--- config.mk ---
export PLATFORM = sky130hd
export DESIGN_NAME = pirq_router
export DESIGN_NICKNAME = d
export VERILOG_FILES = /design/src/rtl/pirq_route_pkg.sv /design/src/rtl/pirq_route_regs.sv /design/src/rtl/pirq_level_map.sv /design/src/rtl/pirq_slot_swizzle.sv /design/src/rtl/pirq_router.sv
export SDC_FILE = /design/constraint.sdc
export NUM_CORES = 1
export LEC_CHECK = 0
export ABC_AREA = 1
export BUFFER_PORTS_ARGS = -buffer_cell sky130_fd_sc_hd__buf_2
export CAP_MARGIN = 30
export CORE_AREA = 2 2 108 110
export DETAILED_ROUTE_END_ITERATION = 8
export DIE_AREA = 0 0 110 112
export PLACE_DENSITY = 0.79
export SLEW_MARGIN = 15
export SYNTH_ARGS = -nofsm -noshare
export SYNTH_HDL_FRONTEND = slang
export SYNTH_SLANG_ARGS = --single-unit
--- constraint.sdc ---
create_clock -name clk -period 1.1 [get_ports clk]
set_input_delay 0.055 -clock clk [delete_from_list [all_inputs] [get_ports clk]]
set_output_delay 0.055 -clock clk [all_outputs]
set_load 0.01 [all_outputs]
--- src/rtl/pirq_route_pkg.sv ---
package pirq_route_pkg;
  localparam int ROUTE_BYTE_W = 8;
  typedef logic [ROUTE_BYTE_W-1:0] route_byte_t;
endpackage

--- src/rtl/pirq_route_regs.sv ---
module pirq_route_regs
  import pirq_route_pkg::*;
#(
  parameter int          NUM_PIRQ    = 4,
  parameter int          CFG_DW_W    = 6,
  parameter int          ROUTE_BASE  = 'h60,
  parameter route_byte_t ROUTE_RESET = 8'h80
) (
  input  logic                           clk,
  input  logic                           rst,
  input  logic                           cfg_wr_en,
  input  logic                           cfg_rd_en,
  input  logic [CFG_DW_W-1:0]            cfg_dw,
  input  logic [3:0]                     cfg_be,
  input  logic [31:0]                    cfg_wdata,
  output logic [31:0]                    cfg_rdata,
  output logic [NUM_PIRQ*ROUTE_BYTE_W-1:0] route_q,
  output logic [NUM_PIRQ*ROUTE_BYTE_W-1:0] route_next
);
  logic [31:0] rd_word;

  for (genvar i = 0; i < NUM_PIRQ; i++) begin : g_route
    localparam int BYTE_OFF = ROUTE_BASE + i;
    localparam int LANE     = BYTE_OFF % 4;
    localparam logic [CFG_DW_W-1:0] DW_IDX = CFG_DW_W'(BYTE_OFF / 4);
    logic hit;
    assign hit = cfg_wr_en && (cfg_dw == DW_IDX) && cfg_be[LANE];
    assign route_next[i*ROUTE_BYTE_W +: ROUTE_BYTE_W] =
      hit ? cfg_wdata[LANE*8 +: 8] : route_q[i*ROUTE_BYTE_W +: ROUTE_BYTE_W];
    always_ff @(posedge clk) begin
      if (rst) route_q[i*ROUTE_BYTE_W +: ROUTE_BYTE_W] <= ROUTE_RESET;
      else     route_q[i*ROUTE_BYTE_W +: ROUTE_BYTE_W] <= route_next[i*ROUTE_BYTE_W +: ROUTE_BYTE_W];
    end
  end

  always_comb begin
    rd_word = '0;
    for (int i = 0; i < NUM_PIRQ; i++) begin
      if (cfg_dw == CFG_DW_W'((ROUTE_BASE + i) / 4))
        rd_word[((ROUTE_BASE + i) % 4)*8 +: 8] = route_q[i*ROUTE_BYTE_W +: ROUTE_BYTE_W];
    end
  end

  always_ff @(posedge clk) begin
    if (rst)            cfg_rdata <= '0;
    else if (cfg_rd_en) cfg_rdata <= rd_word;
  end
endmodule

--- src/rtl/pirq_level_map.sv ---
module pirq_level_map
  import pirq_route_pkg::*;
#(
  parameter int NUM_PIRQ = 4,
  parameter int NUM_DEST = 16
) (
  input  logic                             clk,
  input  logic                             rst,
  input  logic [NUM_PIRQ-1:0]              pirq_in,
  input  logic [NUM_PIRQ*ROUTE_BYTE_W-1:0] route_next,
  output logic [NUM_DEST-1:0]              irq_out
);
  localparam int MAP_W = NUM_DEST * NUM_PIRQ;

  logic [MAP_W-1:0] map_d, map_q;

  // Bit d*NUM_PIRQ+p is set when PIRQ p is high and routed to d.
  // A byte at or above NUM_DEST matches no d, so the route is off.
  for (genvar d = 0; d < NUM_DEST; d++) begin : g_dest
    for (genvar p = 0; p < NUM_PIRQ; p++) begin : g_pirq
      assign map_d[d*NUM_PIRQ + p] = pirq_in[p] &&
        (route_next[p*ROUTE_BYTE_W +: ROUTE_BYTE_W] == route_byte_t'(d));
    end
    assign irq_out[d] = |map_q[d*NUM_PIRQ +: NUM_PIRQ];
  end

  always_ff @(posedge clk) begin
    if (rst) map_q <= '0;
    else     map_q <= map_d;
  end
endmodule

--- src/rtl/pirq_slot_swizzle.sv ---
module pirq_slot_swizzle #(
  parameter int NUM_PIRQ = 4,
  parameter int SLOT_W   = 5,
  parameter int PIRQ_W   = $clog2(NUM_PIRQ)
) (
  input  logic              clk,
  input  logic              rst,
  input  logic [SLOT_W-1:0] swz_slot,
  input  logic [PIRQ_W-1:0] swz_intx,
  output logic [PIRQ_W-1:0] swz_pirq
);
  localparam int SUM_W = SLOT_W + 1;
  logic [SUM_W-1:0] sum;

  // Adding NUM_PIRQ-1 is the same as subtracting one modulo NUM_PIRQ.
  assign sum = SUM_W'(swz_slot) + SUM_W'(swz_intx) + SUM_W'(NUM_PIRQ - 1);

  always_ff @(posedge clk) begin
    if (rst) swz_pirq <= '0;
    else     swz_pirq <= sum[PIRQ_W-1:0];
  end
endmodule

--- src/rtl/pirq_router.sv ---
module pirq_router
  import pirq_route_pkg::*;
#(
  parameter int          NUM_PIRQ    = 4,
  parameter int          NUM_DEST    = 16,
  parameter int          CFG_DW_W    = 6,
  parameter int          SLOT_W      = 5,
  parameter int          ROUTE_BASE  = 'h60,
  parameter route_byte_t ROUTE_RESET = 8'h80,
  parameter int          PIRQ_W      = $clog2(NUM_PIRQ)
) (
  input  logic                clk,
  input  logic                rst,
  input  logic                cfg_wr_en,
  input  logic                cfg_rd_en,
  input  logic [CFG_DW_W-1:0] cfg_dw,
  input  logic [3:0]          cfg_be,
  input  logic [31:0]         cfg_wdata,
  output logic [31:0]         cfg_rdata,
  input  logic [NUM_PIRQ-1:0] pirq_in,
  output logic [NUM_DEST-1:0] irq_out,
  input  logic [SLOT_W-1:0]   swz_slot,
  input  logic [PIRQ_W-1:0]   swz_intx,
  output logic [PIRQ_W-1:0]   swz_pirq
);
  logic [NUM_PIRQ*ROUTE_BYTE_W-1:0] route_q;
  logic [NUM_PIRQ*ROUTE_BYTE_W-1:0] route_next;

  pirq_route_regs #(
    .NUM_PIRQ(NUM_PIRQ), .CFG_DW_W(CFG_DW_W),
    .ROUTE_BASE(ROUTE_BASE), .ROUTE_RESET(ROUTE_RESET)
  ) u_regs (
    .clk(clk), .rst(rst), .cfg_wr_en(cfg_wr_en), .cfg_rd_en(cfg_rd_en),
    .cfg_dw(cfg_dw), .cfg_be(cfg_be), .cfg_wdata(cfg_wdata),
    .cfg_rdata(cfg_rdata), .route_q(route_q), .route_next(route_next)
  );

  pirq_level_map #(
    .NUM_PIRQ(NUM_PIRQ), .NUM_DEST(NUM_DEST)
  ) u_map (
    .clk(clk), .rst(rst), .pirq_in(pirq_in),
    .route_next(route_next), .irq_out(irq_out)
  );

  pirq_slot_swizzle #(
    .NUM_PIRQ(NUM_PIRQ), .SLOT_W(SLOT_W), .PIRQ_W(PIRQ_W)
  ) u_swz (
    .clk(clk), .rst(rst), .swz_slot(swz_slot),
    .swz_intx(swz_intx), .swz_pirq(swz_pirq)
  );
endmodule

==> results.yml <==
yosys:
  synth_top_cell_by_area: "dfxtp_1"
  synth.avg_cell_area_sq_um: 7.76
  synth-edff-count: 0
  yosys_most_used_dff: "dfxtp_1"
  synth_area_sq_mm: 0.00501
  synth_warnings: 0
  synth.ff_latch_count: 130
  yosysTopAreaCellShare_pct: 52.0
  synth_area_leaders: "dfxtp_1, nand2_1, nor2_1"
  syn_nets: 703
  ys_seq_area_share_pct: 52.0
  async_reset_ff_share_pct: 0
  synth.distinct_cells: 28
  synthCells: 645
timing:
  worstMarginPinSlew_ns: 0.511
  clock.fmax_ghz: 0.677
  finalCritPeriodShare_pct: 134
  period_needed_ns: 1.48
  setup_viol: 52
  finalHoldWorstSlack_ns: -0.00429
  tns_ns: -6.63
  fin_skew_ns: 0.00980
  drv_slew: 0
  rsz0062_at_grt: "true"
  slew_headroom_pct: 65.8
  setup_ws_ns: -0.377
  hold_viol: 1
route:
  highest_layer: "met4"
  vias: 5115
  wl_met2_microns: 7860
  m1WireLength_microns: 6500
  drt_first_pass_iters: 8
  initialDrtViolationCount: 393
  routed_wirelength_microns: 16200
  vias_per_cell: 5.23
  wl_met3_microns: 1070
  drc_errors: 0
  wl_per_cell_microns: 16.6
  ant_nets: 0
floorplanning:
  initial_core_util_pct: 44.8
  num_rows: 39
  die_y_microns: 112
  core_area_sq_mm: 0.0112
  io_pins: 107
  die_w_microns: 110
  die-area_sq_mm: 0.0123
grt:
  grt_pass1_wl_microns: 22400
  grt-ovfl-total: 0
  grt_max_degree: 65
  grt_antenna_before_repair: 0
  grtUsageTotal_pct: 23.6
  grt_pass1_vias: 4609
finish:
  final_cell_area_sq_mm: 0.00741
  final_cell_mix: "dfxtp_1, nand2_1, buf_2, nor2_1, buf_4"
  layout-drive-gt1-share_pct: 42.3
  num_antenna_cells: 0
  nets: 880
  layout_commonest_cell: "dfxtp_1"
  area_growth_pct: 48.0
  final_cells: 978
worst_setup_path:
  cpPeakStageDelay_ns: 0.54
  crit_chain: "or4_4 -> buf_6"
  startpoint_type: "flop"
  worstPathRequired_ns: 1.04
  r2r_cells: 7
  cp_slowest_cell: "or4_4"
  crit_fanout: 1
  path_class: "flop to output port"
  reg2reg_slack_ns: -0.09
  startpoint: "u_map.map_q[52]$_SDFF_PP0_"
  r2r_end: "u_map.map_q[53]$_SDFF_PP0_"
  endpoint_kind: "output port"
  rr_startpoint: "u_regs.route_q[13]$_SDFF_PP0_"
  crit_end: "irq_out[13]"
  arrival_ns: 1.42
clock_network:
  cts_tree: "yes"
  clock_latency_ns: 0.43
  h-tree-depth: 4
  clkTransAtPathRegs_ns: 0.06
  clock_sinks: 130
  clock_path_buffers: 2
  cts-root-buf: "clkbuf_16"
  cts_made_buffers: 17
outcome:
  violations: "negative hold slack, negative setup slack"
  run_status: "complete, but fails checks"
power_and_ir_drop:
  net-switching-power_uw: 2910
  peakVddDrop_v: 0.00128
  power.leakage_uw: 0.00347
  switching_share_pct: 26.0
  powerDensity_mw_per_mm2: 1520
  clkPwrFrac_pct: 51.3
  comb_power_share_pct: 5.9
  p_seq_share_pct: 42.8
  internal-power_uw: 8310
place:
  globalplace.congestion: 0.898
  dpl.hpwl_microns: 9760
  dpl_cell_area_sq_mm: 0.00612
  port-buffer-count: 103
  dp_cells: 924
  pre_cts_slack_ns: -0.406
hold_path:
  min_path_type: "primary input to flop"
flow_run:
  maxCapViolCount: 0
[power by group through the flow]
stage / Clock [uW] / Combinational, uW / Sequential [uW]
CTS: 5700 / 599 / 4810
floorplan: 0 / 254 / 4940
global placement: 0 / 561 / 4910
detailed placement: 0 / 567 / 4910
global route: 6010 / 718 / 4810
finish: 5760 / 667 / 4800
[cell type report]
| class | instances | area, sq um |
|---|---|---|
| Clock buffer | 17 | 425 |
| Timing Repair Buffer | 190 | 1360 |
| Fill cell | 820 | 3760 |
| Inverter | 63 | 241 |
| Clock inverter | 15 | 181 |
| Multi-Input combinational cell | 420 | 2410 |
| Sequential cell | 130 | 2610 |
| Tap cell | 143 | 179 |
[metal layers]
metal	vias to the layer above	GRT usage, %
met5	-	0
met4	0	9.54
met3	59	4.63
met2	256	38.3
met1	2370	30.6
li1	2430	-
[worst max-delay path, delay by kind of cell (launching register included)]
kind                   cells  cell delay, ns
AND/OR/NAND/NOR            1            0.54
buffers and inverters      1            0.14
flip-flops                 1            0.32
[registers in the layout, summed over array words and instances (netlist names)]
name,count
u_regs.route_q,32
u_map.map_q,64
u_regs.cfg_rdata,32
u_swz.swz_pirq,2
[repair_timing]
item / in CTS / in global routing
pin swaps: 13 / 54
hold endpoints to repair: 8 / 0
gates resized for setup: 18 / 117
setup endpoints to repair: 16 / 80
setup buffers: 0 / 10
hold buffers: 9 / 0
gates cloned: 0 / 3
[how the worst min path moves through the flow]
stage	start	cells after the start	slack (ns)	endpoint
3_5_place_dp	swz_slot[1]	2	0.25	u_swz.swz_pirq[1]$_SDFF_PP0_
2_1_floorplan	swz_slot[1]	1	0.15	u_swz.swz_pirq[1]$_SDFF_PP0_
5_1_grt	cfg_wdata[6]	5	0.03	u_regs.route_q[6]$_SDFF_PP0_
4_1_cts	cfg_wdata[21]	5	-0.009	u_regs.route_q[21]$_SDFF_PP0_
3_3_place_gp	swz_slot[1]	2	0.24	u_swz.swz_pirq[1]$_SDFF_PP0_
6_report	cfg_wdata[21]	5	-0.004	u_regs.route_q[21]$_SDFF_PP0_
[through the flow]
step                utilization (%)  total power [uW]
floorplan                         -              5190
global placement               54.8              5470
detailed placement             54.8              5480
CTS                            61.7             11100
global route                   66.3             11500
finish                         66.3             11200
[synth_stat cells (2+ instances only)]
| master | n |
|---|---|
| nand3_1 | 8 |
| or4_1 | 16 |
| buf_4 | 4 |
| nor2_2 | 2 |
| nor2_1 | 112 |
| buf_6 | 3 |
| buf_1 | 2 |
| nand4_1 | 35 |
| nand4_4 | 2 |
| inv_1 | 62 |
| a21oi_1 | 35 |
| nor2_4 | 6 |
| dfxtp_1 | 130 |
| nand3_2 | 4 |
| clkbuf_1 | 13 |
| o21ai_1 | 3 |
| o21ai_0 | 35 |
| o211ai_1 | 2 |
| nand2_1 | 149 |
| buf_2 | 11 |
| nand2_2 | 2 |
| nand3b_1 | 3 |
[cells by family (layout without fill, tap and decap cells)]
logic type | count (synthesis) | in the layout | synth area share, %
AO/OA/AOI/OAI | 77 | 77 | 8.02
adder cells (fa/ha/maj) | 1 | 1 | 0.250
AND/OR/NAND/NOR | 340 | 341 | 31.3
buffers and inverters | 96 | 285 | 8.22
flip-flops | 130 | 130 | 52.0
XOR/XNOR | 1 | 1 | 0.175
Note: power is estimated with default switching activity, not from simulation.
